<file path="src/rtl/gpio_bank_pkg.sv">
package gpio_bank_pkg;
  localparam int REG_AW   = 4;
  localparam int NUM_REGS = 1 << REG_AW;

  localparam logic [REG_AW-1:0] OFS_LEVEL     = 4'd0;
  localparam logic [REG_AW-1:0] OFS_OUT_SET   = 4'd1;
  localparam logic [REG_AW-1:0] OFS_OUT_CLR   = 4'd2;
  localparam logic [REG_AW-1:0] OFS_DIR       = 4'd3;
  localparam logic [REG_AW-1:0] OFS_DIR_SET   = 4'd4;
  localparam logic [REG_AW-1:0] OFS_DIR_CLR   = 4'd5;
  localparam logic [REG_AW-1:0] OFS_IRQ_RISE  = 4'd6;
  localparam logic [REG_AW-1:0] OFS_IRQ_FALL  = 4'd7;
  localparam logic [REG_AW-1:0] OFS_IRQ_STAT  = 4'd8;
  localparam logic [REG_AW-1:0] OFS_IRQ_ACK   = 4'd9;
  localparam logic [REG_AW-1:0] OFS_WAKE_RISE = 4'd10;
  localparam logic [REG_AW-1:0] OFS_WAKE_FALL = 4'd11;
  localparam logic [REG_AW-1:0] OFS_SLEEP     = 4'd12;
  localparam logic [REG_AW-1:0] OFS_SEL_A     = 4'd13;
  localparam logic [REG_AW-1:0] OFS_SEL_B     = 4'd14;
  localparam logic [REG_AW-1:0] OFS_PULL_OFF  = 4'd15;
endpackage

</file>
<file path="src/rtl/gpio_sync_edge.sv">
module gpio_sync_edge #(
  parameter int W = 32
) (
  input  logic         clk,
  input  logic         rst_ni,
  input  logic [W-1:0] d_i,
  output logic [W-1:0] lvl_o,
  output logic [W-1:0] rise_o,
  output logic [W-1:0] fall_o
);
  logic [W-1:0] meta_q, sync_q, prev_q;

  always_ff @(posedge clk or negedge rst_ni) begin
    if (!rst_ni) begin
      meta_q <= '0;
      sync_q <= '0;
      prev_q <= '0;
    end else begin
      meta_q <= d_i;
      sync_q <= meta_q;
      prev_q <= sync_q;
    end
  end

  assign lvl_o  = sync_q;
  assign rise_o = sync_q & ~prev_q;
  assign fall_o = ~sync_q & prev_q;
endmodule

</file>
<file path="src/rtl/gpio_edge_status.sv">
module gpio_edge_status #(
  parameter int W = 32
) (
  input  logic         clk,
  input  logic         rst_ni,
  input  logic [W-1:0] set_i,
  input  logic [W-1:0] clr_i,
  output logic [W-1:0] stat_o,
  output logic         irq_o
);
  logic [W-1:0] stat_q, stat_d;
  logic         stat_en;

  always_comb begin
    stat_en = (set_i != '0) || (clr_i != '0);
    stat_d  = (stat_q & ~clr_i) | set_i;
  end

  always_ff @(posedge clk or negedge rst_ni) begin
    if (!rst_ni)      stat_q <= '0;
    else if (stat_en) stat_q <= stat_d;
  end

  assign stat_o = stat_q;
  assign irq_o  = |stat_q;

  AST_EDGE_LATCHES: assert property (@(posedge clk) disable iff (!rst_ni)
    (set_i != '0) |=> ((stat_q & $past(set_i)) == $past(set_i)));
  AST_ACK_CLEARS: assert property (@(posedge clk) disable iff (!rst_ni)
    ((clr_i & ~set_i) != '0) |=> ((stat_q & $past(clr_i & ~set_i)) == '0));
  AST_STAT_STICKY: assert property (@(posedge clk) disable iff (!rst_ni)
    1'b1 |=> (($past(stat_q & ~clr_i) & ~stat_q) == '0));
endmodule

</file>
<file path="src/rtl/gpio_bank.sv">
module gpio_bank
  import gpio_bank_pkg::*;
#(
  parameter int NPINS      = 32,
  parameter bit HAS_EXTRAS = 1'b1
) (
  input  logic              clk,
  input  logic              rst_n,
  input  logic [REG_AW-1:0] bus_addr,
  input  logic              bus_wr,
  input  logic              bus_rd,
  input  logic [NPINS-1:0]  bus_wdata,
  output logic [NPINS-1:0]  bus_rdata,
  input  logic [NPINS-1:0]  pin_in,
  output logic [NPINS-1:0]  pin_out,
  output logic [NPINS-1:0]  pin_oe,
  output logic [NPINS-1:0]  pin_pull_dis,
  output logic [NPINS-1:0]  pin_sleep,
  output logic [NPINS-1:0]  pin_alt_a,
  output logic [NPINS-1:0]  pin_alt_b,
  output logic [NPINS-1:0]  pin_alt_c,
  output logic              irq,
  output logic              wake_req
);
  // reset: asserted asynchronously, released after two clock edges
  logic [1:0] rst_sync_q;
  logic       rst_ni;

  always_ff @(posedge clk or negedge rst_n) begin
    if (!rst_n) rst_sync_q <= 2'b00;
    else        rst_sync_q <= {rst_sync_q[0], 1'b1};
  end
  assign rst_ni = rst_sync_q[1];

  // write decode
  logic [NUM_REGS-1:0] wsel;
  assign wsel = bus_wr ? (NUM_REGS'(1) << bus_addr) : '0;

  // core registers
  logic [NPINS-1:0] out_q, out_d, dir_q, dir_d;
  logic [NPINS-1:0] rise_q, fall_q, pull_q;
  logic             out_en, dir_en;

  always_comb begin
    out_en = wsel[OFS_OUT_SET] | wsel[OFS_OUT_CLR];
    dir_en = wsel[OFS_DIR_SET] | wsel[OFS_DIR_CLR];
    out_d  = out_q;
    if (wsel[OFS_OUT_SET]) out_d = out_d | bus_wdata;
    if (wsel[OFS_OUT_CLR]) out_d = out_d & ~bus_wdata;
    dir_d  = dir_q;
    if (wsel[OFS_DIR_SET]) dir_d = dir_d | bus_wdata;
    if (wsel[OFS_DIR_CLR]) dir_d = dir_d & ~bus_wdata;
  end

  always_ff @(posedge clk or negedge rst_ni) begin
    if (!rst_ni) begin
      out_q  <= '0;
      dir_q  <= '0;
      rise_q <= '0;
      fall_q <= '0;
      pull_q <= '0;
    end else begin
      if (out_en)                 out_q  <= out_d;
      if (dir_en)                 dir_q  <= dir_d;
      if (wsel[OFS_IRQ_RISE])     rise_q <= bus_wdata;
      if (wsel[OFS_IRQ_FALL])     fall_q <= bus_wdata;
      if (wsel[OFS_PULL_OFF])     pull_q <= bus_wdata;
    end
  end

  // input path and interrupt status
  logic [NPINS-1:0] lvl, rise, fall, stat;

  gpio_sync_edge #(.W(NPINS)) u_sync (
    .clk(clk), .rst_ni(rst_ni), .d_i(pin_in),
    .lvl_o(lvl), .rise_o(rise), .fall_o(fall)
  );

  gpio_edge_status #(.W(NPINS)) u_stat (
    .clk(clk), .rst_ni(rst_ni),
    .set_i((rise & rise_q) | (fall & fall_q)),
    .clr_i(wsel[OFS_IRQ_ACK] ? bus_wdata : '0),
    .stat_o(stat), .irq_o(irq)
  );

  // optional wake, sleep and alternate-function storage
  logic [NPINS-1:0] wrise_q, wfall_q, sleep_q, sela_q, selb_q;
  logic             wake_q;

  if (HAS_EXTRAS) begin : g_extras
    logic wake_hit;
    assign wake_hit = |((rise & wrise_q) | (fall & wfall_q));

    always_ff @(posedge clk or negedge rst_ni) begin
      if (!rst_ni) begin
        wrise_q <= '0;
        wfall_q <= '0;
        sleep_q <= '0;
        sela_q  <= '0;
        selb_q  <= '0;
        wake_q  <= 1'b0;
      end else begin
        if (wsel[OFS_WAKE_RISE]) wrise_q <= bus_wdata;
        if (wsel[OFS_WAKE_FALL]) wfall_q <= bus_wdata;
        if (wsel[OFS_SLEEP])     sleep_q <= bus_wdata;
        if (wsel[OFS_SEL_A])     sela_q  <= bus_wdata;
        if (wsel[OFS_SEL_B])     selb_q  <= bus_wdata;
        wake_q <= wake_hit;
      end
    end
  end else begin : g_lite
    assign wrise_q = '0;
    assign wfall_q = '0;
    assign sleep_q = '0;
    assign sela_q  = '0;
    assign selb_q  = '0;
    assign wake_q  = 1'b0;
  end

  // registered read port
  logic [NPINS-1:0] rd_mux, rdata_q;

  always_comb begin
    case (bus_addr)
      OFS_LEVEL:     rd_mux = lvl;
      OFS_DIR:       rd_mux = dir_q;
      OFS_IRQ_RISE:  rd_mux = rise_q;
      OFS_IRQ_FALL:  rd_mux = fall_q;
      OFS_IRQ_STAT:  rd_mux = stat;
      OFS_WAKE_RISE: rd_mux = wrise_q;
      OFS_WAKE_FALL: rd_mux = wfall_q;
      OFS_SLEEP:     rd_mux = sleep_q;
      OFS_SEL_A:     rd_mux = sela_q;
      OFS_SEL_B:     rd_mux = selb_q;
      OFS_PULL_OFF:  rd_mux = pull_q;
      default:       rd_mux = '0;
    endcase
  end

  always_ff @(posedge clk or negedge rst_ni) begin
    if (!rst_ni)     rdata_q <= '0;
    else if (bus_rd) rdata_q <= rd_mux;
  end

  assign bus_rdata    = rdata_q;
  assign pin_out      = out_q;
  assign pin_oe       = dir_q;
  assign pin_pull_dis = pull_q;
  assign pin_sleep    = sleep_q;
  assign pin_alt_a    = sela_q & ~selb_q;
  assign pin_alt_b    = selb_q & ~sela_q;
  assign pin_alt_c    = sela_q & selb_q;
  assign wake_req     = wake_q;

  AST_OUT_SET_DRIVES: assert property (@(posedge clk) disable iff (!rst_ni)
    wsel[OFS_OUT_SET] |=> ((pin_out & $past(bus_wdata)) == $past(bus_wdata)));
  AST_OUT_CLR_DRIVES: assert property (@(posedge clk) disable iff (!rst_ni)
    wsel[OFS_OUT_CLR] |=> ((pin_out & $past(bus_wdata)) == '0));
  AST_OUT_HOLDS: assert property (@(posedge clk) disable iff (!rst_ni)
    !(wsel[OFS_OUT_SET] || wsel[OFS_OUT_CLR]) |=> $stable(pin_out));
  AST_OE_HOLDS: assert property (@(posedge clk) disable iff (!rst_ni)
    !(wsel[OFS_DIR_SET] || wsel[OFS_DIR_CLR]) |=> $stable(pin_oe));
  AST_WAKE_SINGLE: assert property (@(posedge clk) disable iff (!rst_ni)
    (wake_req && $stable(lvl)) |=> !wake_req);
endmodule

</file>
<file path="config.mk">
export PLATFORM = sky130hd
export DESIGN_NAME = gpio_bank
export DESIGN_NICKNAME = d
export VERILOG_FILES = /design/src/rtl/gpio_bank_pkg.sv /design/src/rtl/gpio_sync_edge.sv /design/src/rtl/gpio_edge_status.sv /design/src/rtl/gpio_bank.sv
export SDC_FILE = /design/constraint.sdc
export NUM_CORES = 1
export LEC_CHECK = 0
export BUFFER_PORTS_ARGS = -buffer_cell sky130_fd_sc_hd__buf_2
export CORE_MARGIN = 3
export CORE_UTILIZATION = 30
export DETAILED_ROUTE_END_ITERATION = 7
export HOLD_SLACK_MARGIN = 0.08
export PLACE_DENSITY_LB_ADDON = 0.3
export SLEW_MARGIN = 20
export SYNTH_ARGS = -nofsm -noshare
export SYNTH_HDL_FRONTEND = slang
export SYNTH_HIERARCHICAL = 1
export SYNTH_SLANG_ARGS = --single-unit
</file>
<file path="constraint.sdc">
create_clock -name clk -period 21.8 [get_ports clk]
set_clock_uncertainty 0.05 [all_clocks]
set_input_delay 3.27 -clock clk [delete_from_list [all_inputs] [get_ports clk]]
set_output_delay 3.27 -clock clk [all_outputs]
set_load 0.05 [all_outputs]
</file>
# After elaboration in Yosys (flattened, before gate mapping)
# Cells that the tools add are included.
# totals
reg_bits	483
latchBits	0
mem_bits_rw	0
mem_bits_ro	0
inputBits	72
output_inout_bits	258
word_cells	66
n_memories	0
# op_classes
add_sub_neg	0
n_mul	0
n_div	0
order_cmp	0
n_eq_ne	10
shift	1
mux	7
bitwise_logic	25
n_reduce_logical	6
# op_table
cell	count
32-bit bitwise AND	12
32-bit one-hot mux with 11 select lines	1
32-bit NOT	6
32-bit 2-to-1 mux	5
32-bit bitwise OR	5
32-bit nonzero test	2
32-bit OR reduction	2
4-bit == test, second input constant	7
16-bit 2-to-1 mux	1
1-bit by 4-bit << shifter with 16-bit output, first input constant	1
4-bit by 3-bit == test with 1-bit output, second input constant	2
4-bit by 2-bit == test with 1-bit output, second input constant	1
4-bit logical NOT	1
1-bit bitwise OR	2
1-bit logical OR	1

# Longest topological paths before layout
# logic_depth
ltp_word	6
depth_mapped	8

# Modules after synthesis
# The synthesis kept the hierarchy.
# by_module_without_submodules
mod	n_inst	cells_per_inst	area_each_um2	seq_area_each_um2
gpio_bank	1	1417	17100.2	8883.5
gpio_sync_edge	1	160	2962.8	2402.3
gpio_edge_status	1	107	1237.4	800.8

# Worst setup path before layout
# No wires, ideal clock.
# synth_path
kind	in2reg
startpoint	input bus_addr[3]
endpoint	register u_stat.stat_q[5] (netlist: u_stat/stat_o[5])
arrival_time_ns	4.554
slack_ns	17.077
stages	8
n_path_buf	4
cell_sequence	buf_4 > buf_4 > buf_2 > nor3b_2 > clkbuf_1 > and2_1 > inv_1 > a21o_2
# synth_via
elab_chain_cells	6
elab_cells_between_ends	8
# synth_lines
element	line_no	rtl
from (decl)	gpio_bank.sv:9	input logic [REG_AW-1:0] bus_addr,
1-bit by 4-bit << shifter with 16-bit output *	gpio_bank.sv:37	assign wsel = bus_wr ? (NUM_REGS'(1) << bus_addr) : '0;
16-bit 2-to-1 mux *	gpio_bank.sv:37	
32-bit 2-to-1 mux *	gpio_bank.sv:82	.clr_i(wsel[OFS_IRQ_ACK] ? bus_wdata : '0),
parallel branches: the longest is 3 deep, another holds 32-bit nonzero test	n/a	
to (signal assigned)	gpio_edge_status.sv:21	else if (stat_en) stat_q <= stat_d;
to (decl)	gpio_edge_status.sv:11	logic [W-1:0] stat_q, stat_d;
# Mark *: on every way between the ends.
# A chain may end at the register's enable or synchronous reset.

# Worst setup path in the final report
# layout_path
startpoint	register u_stat.stat_q[13] (netlist: u_stat/stat_o[13])
endpoint	output irq
# layout_via
elab_chain_cells	1
# layout_lines
element	line_no	rtl
32-bit OR reduction	gpio_edge_status.sv:25	assign irq_o = |stat_q;
to (decl)	gpio_bank.sv:22	output logic irq,
# Every way passes these cells.

==> summary.txt <==
Route
  • Pre-Repair DR Iteration Count: 7
  • DRC viols: 0
  • Detail-routed via count per cell: 5.34
  • Remaining antenna violation count: 0
  • Drt first-iter violations: 1393
  • Routed len/inst: 27.3 um
  • Vias post-DR: 15.8k
  • Routed wire length: 81000 um

Global routing
  • Grt total ovfl: 0
  • Antenna violations before repair: 5
  • Global-route wire length before repair: approximately 120000 um
  • Overall global routing resource usage: 0.214
  • Largest net degree at the start of global routing: a little over 80
  • Vias in the first global route: 16.3k

Synthesis
  • Syn Nets: 1756
  • Synthesized cell area: 21300 um^2
  • Top_reg_cell synth: dfrtp_1
  • Number of distinct library cells after synthesis: 54
  • Post-synth top area share: 0.567
  • Area leader, netlist: dfrtp_1
  • Yosys warns: 6
  • Syn Inst Count: 1684
  • #FFs+latches synth: 483
  • Synth top area cells: dfrtp_1 (57%), mux2_2 (13%), a22oi_1 (3.3%)
  • Number of synthesized flops with an enable pin: 0
  • Synthesized area per cell: 12.6 um^2
  • Async SR Flop Fraction: 1.00
  • Seq/Total Area, Yosys: 0.567

Critical path
  • FF-to-FF setup slack: ~19 ns
  • Crit-path max cell delay: 0.71 ns
  • Reg-to-reg startpoint: rst_sync_q[1]
  • Worst setup SP type: flop
  • CP max FO: 3
  • Critical path class: reg2out
  • CP Cell Sequence: nor4_1 -> nand4_1 -> or2_1 -> buf_2
  • Crit end category: output port
  • Max stage delay cell, worst path: nor4_1
  • Critical Path RT: 18.48 ns
  • R2R depth: 2
  • CP arrival: between 2 and 3 ns

CTS
  • CTS sink count: 483
  • H-tree Lvls: 2
  • Clk_lat worst skew: ~0.61 ns
  • TritonCTS clock tree: built
  • TritonCTS buffer count: 54
  • Clk buf depth: 3
  • Post-cts resize count: 0
  • Clock slew at reported path FFs: 0.06 ns
  • CTS Hold Bufs: 0
  • Post-CTS Setup Repair Bufs: 0
  • Clock tree root driver cell: clkbuf_16

Die
  • Die H: 272 um
  • # rows: 97
  • Core ar.: 70100 um^2
  • Die area: 74200 um^2
  • Starting density of the core: 0.304
  • I/O pin count: 330
  • Die width: 272 um

Place
  • Port buffer count: 329
  • GPL Wtd Cong: 0.883
  • Hpwl dp: 55200 um
  • Post-Place Cell Area: approximately 24000 um^2

Timing
  • Minimum clock period: 6.08 ns
  • Fmax: roughly 160 MHz
  • RSZ-0062 raised after global routing: false
  • Tightest Pin Transition: 1.20 ns
  • Slew Limit Headroom: 0.193
  • Final hold violations: 0
  • Setup TNS: 0 ns
  • Final setup fails: 0
  • Period utilisation layout: 0.279
  • Max Slew Vio Count: 0

Pwr
  • Peak supply drop: about 0.07 mV
  • Pwr dens: 118 nW/um^2
  • Pleak: 11.5 nW

Cells and area
  • Final instance area: between 20000 and 30000 um^2
  • Most frequent cells in the layout: dfrtp_1 (482), buf_2 (329), mux2_2 (242)
  • Share of layout cells above drive strength 1: 0.393
  • Most common cell after layout, fill and taps aside: dfrtp_1
  • Nets: between 2k and 2.5k
  • Syn-to-layout area delta: 20.9%
  • Fill cell count: 6964

Min path
  • Hold path depth: 0
  • Hold_sp: u_sync/meta_q[5]
  • Hold Crit Class: reg2reg
  • Worst hold path endpoint: u_sync/lvl_o[5]

Outcome
  • Status: completed

Job
  • Max-Cap Viols: 0
## cell usage after synthesis (21+ instances only)
cell,number
and2_1,65
clkbuf_1,57
mux2_1,23
nor2b_1,65
mux2_2,242
dfrtp_1,483
nand2_1,25
buf_2,50
a21o_1,31
and2b_2,64
inv_1,64
a22o_1,76
o22ai_1,21
a22oi_1,95
a221oi_1,33
a21oi_1,129
## worst max-delay path, delay by kind of cell, from the launching register on
family	cells	cell delay, ns
simple gates	3	1.48
flops	1	0.45
buf+inv	1	0.24
## through the flow
step | utilization | setup WS [ns] | power (mW) | instances | hold slack (ns)
after CTS | 0.367 | 15.81 | 3.06 | 2963 | 0.302
after detailed placement | 0.340 | 15.69 | 2.08 | 2862 | 0.285
after global placement | 0.340 | 15.73 | 2.06 | 2861 | 0.288
final | 0.367 | 15.72 | 3.04 | 2964 | 0.297
after global routing | 0.367 | 15.76 | 3.16 | 2963 | 0.305
after floorplan | - | 7.29 | 1.80 | 1684 | 0.281
## cell type report
| cell class | instances | area, um^2 | share of cell area |
|---|---|---|---|
| Clock inverter | 26 | 358 | 0.0139 |
| Sequential cell | 483 | 12100 | 0.469 |
| Timing Repair Buffer | 364 | 1930 | 0.0749 |
| Tap cell | 940 | 1180 | 0.0457 |
| Antenna cell | 1 | 2.50 | 0.0000972 |
| Multi-Input combinational cell | 1011 | 8420 | 0.327 |
| Clock buffer | 75 | 1540 | 0.0598 |
| Inverter | 64 | 240 | 0.00933 |
## report_power, final
part	switching, mW	leakage (nW)	total [mW]	internal (mW)
registers	0.183	5.80	1.24	1.06
logic	0.578	4.80	0.818	0.240
clock network	0.388	0.937	0.977	0.588
total	1.15	11.5	3.04	1.89
## per-layer routing
metal | vias up | part of all wire | global-route usage
met5 | - | 0.00027 | 0
met4 | 6 | 0.032 | 0.0707
met3 | 148 | 0.076 | 0.0497
met2 | 669 | 0.46 | 0.342
met1 | 8254 | 0.43 | 0.288
li1 | 6761 | - | -
## worst max path at each step
| stage | startpoint | to | slack [ns] | cells past startpoint |
|---|---|---|---|---|
| after floorplan | rst_sync_q[1] | asynchronous set/reset pin | 7.29 | 0 |
| after global placement | bus_addr[0] | bus_rdata[20] | 15.73 | 8 |
| after detailed placement | bus_addr[0] | bus_rdata[20] | 15.69 | 8 |
| after CTS | u_stat/stat_o[13] | irq | 15.81 | 4 |
| after global routing | u_stat/stat_o[13] | irq | 15.76 | 4 |
| final | u_stat/stat_o[13] | irq | 15.72 | 4 |
## kinds of logic after synthesis
family	share of synthesized area
AND/OR/NAND/NOR	0.0905
multiplexers	0.147
other	0.000176
buffers and inverters	0.0408
flip-flops	0.567
AO/OA/AOI/OAI	0.154
No activity file was read; power rests on OpenSTA's default activity.
